**src/rtl/field_skew_meter.sv**
```systemverilog
module field_skew_meter #(
  parameter int CW = 12
) (
  input  logic                 clk,
  input  logic                 rst,
  input  logic [7:0]           vid_data,
  input  logic                 ctl_mark,
  input  logic                 ctl_field,
  input  logic [CW-1:0]        max_cycles,
  output logic                 skew_valid,
  output logic signed [CW:0]   skew_value,
  output logic                 timeout
);

  typedef enum logic [1:0] {IDLE, WAIT_D, WAIT_C} st_t;

  st_t           st;
  logic [7:0]    h1, h2, h3;
  logic          f_last;
  logic          par0;
  logic [CW-1:0] cnt;

  wire trs       = (h3 == 8'hFF) && (h2 == 8'h00) && (h1 == 8'h00);
  wire d_par     = vid_data[6];
  wire d_ev      = trs && (d_par != f_last);
  wire other     = (st == WAIT_D) ? d_ev : (st == WAIT_C) ? ctl_mark : 1'b0;
  wire other_par = (st == WAIT_D) ? d_par : ctl_field;
  wire match     = (other_par == par0);
  wire signed [CW:0] mag = signed'({1'b0, cnt});

  always_ff @(posedge clk) begin
    if (rst) begin
      st         <= IDLE;
      h1         <= '0;
      h2         <= '0;
      h3         <= '0;
      f_last     <= 1'b0;
      par0       <= 1'b0;
      cnt        <= '0;
      skew_valid <= 1'b0;
      skew_value <= '0;
      timeout    <= 1'b0;
    end else begin
      skew_valid   <= 1'b0;
      timeout      <= 1'b0;
      {h3, h2, h1} <= {h2, h1, vid_data};
      if (trs) f_last <= d_par;
      if (st == IDLE) begin
        cnt <= CW'(1);
        if (d_ev && ctl_mark) begin
          if (d_par == ctl_field) begin
            skew_valid <= 1'b1;
            skew_value <= '0;
          end
        end else if (ctl_mark) begin
          st   <= WAIT_D;
          par0 <= ctl_field;
        end else if (d_ev) begin
          st   <= WAIT_C;
          par0 <= d_par;
        end
      end else if (other) begin
        st <= IDLE;
        if (match) begin
          skew_valid <= 1'b1;
          skew_value <= (st == WAIT_D) ? mag : -mag;
        end
      end else if (cnt >= max_cycles) begin
        st      <= IDLE;
        timeout <= 1'b1;
      end else begin
        cnt <= cnt + CW'(1);
      end
    end
  end

  a_r7_exclusive: assert property (@(posedge clk) disable iff (rst)
    !(skew_valid && timeout));
  a_r7_keep_value: assert property (@(posedge clk) disable iff (rst)
    timeout |-> $stable(skew_value));
  a_r7_single_pulse: assert property (@(posedge clk) disable iff (rst)
    timeout |=> !timeout);
  a_r6_mismatch_silent: assert property (@(posedge clk) disable iff (rst)
    (st != IDLE && other && !match) |=> !skew_valid);
  a_r5_hold: assert property (@(posedge clk) disable iff (rst)
    !skew_valid |-> $stable(skew_value));
  a_r4_positive_when_data_lags: assert property (@(posedge clk) disable iff (rst)
    (st == WAIT_D && other && match) |=> (skew_value > 0));

endmodule

```
**config.mk**
```make
export PLATFORM = sky130hd
export DESIGN_NAME = field_skew_meter
export DESIGN_NICKNAME = d
export VERILOG_FILES = /design/src/rtl/field_skew_meter.sv
export SDC_FILE = /design/constraint.sdc
export NUM_CORES = 1
export LEC_CHECK = 0
export ABC_CLOCK_PERIOD_IN_PS = 2300
export BUFFER_PORTS_ARGS = -buffer_cell sky130_fd_sc_hd__buf_2
export CAP_MARGIN = 30
export CORE_MARGIN = 5
export CORE_UTILIZATION = 50
export CTS_CLUSTER_DIAMETER = 120
export DETAILED_ROUTE_END_ITERATION = 10
export GPL_ROUTABILITY_DRIVEN = 1
export GPL_TIMING_DRIVEN = 0
export PLACE_DENSITY = 0.82
export SLEW_MARGIN = 20
export SYNTH_ARGS = -nofsm -noshare
export SYNTH_HDL_FRONTEND = slang
export SYNTH_SLANG_ARGS = --single-unit
```
**constraint.sdc**
```tcl
create_clock -name clk -period 2.3 [get_ports clk]
set_input_delay 0.46 -clock clk [delete_from_list [all_inputs] [get_ports clk]]
set_output_delay 0.46 -clock clk [all_outputs]
set_load 0.03 [all_outputs]
```
==> results.md <==
* Crit start category: register
* Post-synth ARST share at 0%
* Worst slew margin at between 50% and 60%
* HPWL after DPL at between 4 and 5 mm
* WP data arrival at approximately 2.6 ns
* Starting Density at 51.14%
* Worst Setup SP: h2[1]
* Layout cells sized above 1 at 24.06%
* Count leader, synth: dfxtp_1
* Flop and latch count out of synthesis at 55
* Port-buffer cells at 36
* DRT iter0 DRCs at roughly 220
* Max rail drop VDD at 0.5500 mV
* Clk buf depth at 2
* Setup crit end kind: register
* Later-pin clock latency in the skew report at around 0.31 ns
* Worst hold slack at ~0.34 ns
* Syn Inst Count at 323
* Synth area leader: dfxtp_1
* Synth Flop Type: dfxtp_1
* Reg area at between 0.001 and 0.0015 sq mm
* Grt ovf at 0
* Vias in the first global route at around 2400
* Yosys top cell area share at roughly two fifths
* Clk_skew at about 0.0069 ns
* Routed vias at 2570
* Leading cell types by count after synthesis: dfxtp_1 (55), nor2_1 (29), nor2b_1 (27)
* CTS tree: yes
* P_leak at 1.442 nW
* GR Util All Layers at between 10% and 20%
* Worst Path Required at around 2.5 ns
* RSZ-0062 raised after global routing: true
* RD Place Congestion at between 0.8 and 0.9
* ANT nets after route at 0
* Reg-to-Reg Start: h2[1]
* Synth-to-layout area growth at 20.30%
* Multi-input logic area at between 0.0015 and 0.002 sq mm
* Sink Count at 55
* Final setup vio count at 14
* Register area share after synthesis at between 30% and 40%
* Hold Crit Start: vid_data[2]
* Maxcap violations at 0
* Drc violations at 0
* Cell Area, Synth at roughly 0.0028 sq mm
* Final #Nets at between 400 and 500
* Final WS setup at -0.09072 ns
* Final Cycle Share at 103.9%
* Placed inst area at roughly 0.0031 sq mm
* Netlist cell types at roughly 50
* Failing checks: setup timing
* Max-slew violations at 0
* Synth area leaders: dfxtp_1 (39%), ha_1 (7.2%), nor2b_1 (6.0%), nor2_1 (3.9%), a21oi_1 (3.8%)
* Slew @ Worst Pin at around 0.61 ns
* Syn_nets at between 300 and 400
* Die width at about 85 microns
* YS warnings at 0
* Post-synth EDFFs at 0
* Setup TNS at -0.8206 ns
* DR WL/cell at between 10 and 15 microns
* Reg clk slew, reported paths at between 0.1 and 0.15 ns
* DRT Pass-1 Iters at 5
* CP max FO at 10
* Core area at roughly 0.0055 sq mm
* F_max at between 400 and 500 MHz
* Final hold violations at 0
* Filler Cells Inserted at between 400 and 500
* Top Ports at 39
* FP Rows at 27
* Pwr Density at 593.1 mW/mm^2
* Total Wirelength at ~6.3 mm
* Final Cell Area at around 0.0034 sq mm
* Die ar. at 0.007194 sq mm
* Initial antenna violation count at 0
* Clk root buf: clkbuf_8
* Crit Path Category: register to register
* Vias per cell at 5.762
* Final min period at 2.391 ns
* Hold_buf cts at 0
* Global-route wire length before repair at between 10 and 15 mm
* Mean Syn Cell Area at between 8 and 9 sq um
* Hold WC Path Type: input pin to register
* Inserted Clock Buffers at 5
* Die height at 84.82 microns
* Largest net degree at the start of global routing at 21
* Diodes inserted at 0
* Outcome: complete, but fails checks
* H-tree levels at 2
* Post-place setup slack at -0.3698 ns
-- timing repair --
item	CTS	global route
buffers inserted	7	0
resized for setup	16	13
pin swaps	13	11
setup endpoints to repair	28	25
-- critical path, cell delays in order (launching register included) --
cell and delay (ns):
dfxtp_2 0.35, nor4b_4 0.32, nand2_1 0.14, nor2_2 0.14
nand2_1 0.08, inv_1 0.07, ha_1 0.15, nor2b_4 0.14
a22oi_2 0.10, a221oi_4 0.29, buf_12 0.16, buf_8 0.12
nor2_1 0.06, a211oi_2 0.19
-- worst paths after layout --
check / endpoint / slack, ns / cells past startpoint
worst max register to register: skew_value[6] / -0.09 / 13
worst min register to register: h3[2] / 0.47 / 1
worst min-delay path: h1[2] / 0.34 / 2
worst max-delay path: skew_value[6] / -0.09 / 13
-- metrics by stage --
stage	power, W	instances	util (%)
floorplan	0.001311	323	-
global placement	0.001396	431	56.36
detailed placement	0.001407	431	56.36
CTS	0.002005	446	60.56
global route	0.002090	446	61.52
finish	0.001997	446	61.52
-- power by group --
group	leakage (nW)	switching [W]	total [W]	internal, W
registers	0.452	0.0000336	0.00103	0.00100
logic	0.939	0.000226	0.000388	0.000162
clock network	0.0515	0.000345	0.000575	0.000230
total	1.44	0.000605	0.00200	0.00139
-- layer usage --
layer / vias to the layer above / wire length [microns] / track usage (%)
met5: - / 0 / 0
met4: 0 / 89 / 5.468
met3: 10 / 438 / 3.107
met2: 104 / 3195 / 31.96
met1: 1189 / 2586 / 21.17
li1: 1267 / - / -
-- cell families after synthesis --
kind of cell	count (synthesis)	synth area share, %
and+or+nand+nor	134	26.33
AOI/OAI and AO/OA	70	18.28
DFF	55	39.34
buffers and inverters	40	6.303
adders and majority gates	16	7.152
xor gates and xnor gates	6	1.878
muxes	2	0.7153
-- registers in the layout (all words and copies together), names as in the netlist --
name	cells
f_last	1
skew_valid	1
h3	8
h1	8
h2	8
cnt	12
par0	1
timeout	1
skew_value	13
st	2
-- placed cells by master (no fill, tap or decap), types with 2 or more instances in the layout --
master     n
dfxtp_1   50
buf_2     38
nor2_1    28
nor2b_1   26
a21oi_1   20
inv_1     16
nand2_1   15
ha_1      15
nand3_1   14
clkbuf_1  14
o21ai_0   10
nor3_1    10
buf_4      8
nand4_1    6
or4_1      6
and3_1     6
a211oi_2   6
clkbuf_8   5
xnor2_1    4
a311oi_1   4
nand2b_1   3
o21a_1     3
a31oi_1    3
a21o_1     3
dfxtp_2    3
nor4_2     2
xor2_1     2
or3_1      2
clkbuf_2   2
buf_6      2
o31ai_1    2
a41o_1     2
o311ai_0   2
mux2i_1    2
dfxtp_4    2
-- final cells by class --
type / instances / area share [%]
Buffer: 23 / 3.716
Clock buffer: 5 / 2.044
Timing Repair Buffer: 43 / 7.284
Inverter: 17 / 1.970
Tap cell: 72 / 2.676
Clock inverter: 3 / 1.003
Sequential cell: 55 / 33.04
Multi-Input combinational cell: 228 / 48.27
Note: power is estimated with default switching activity, not from simulation.
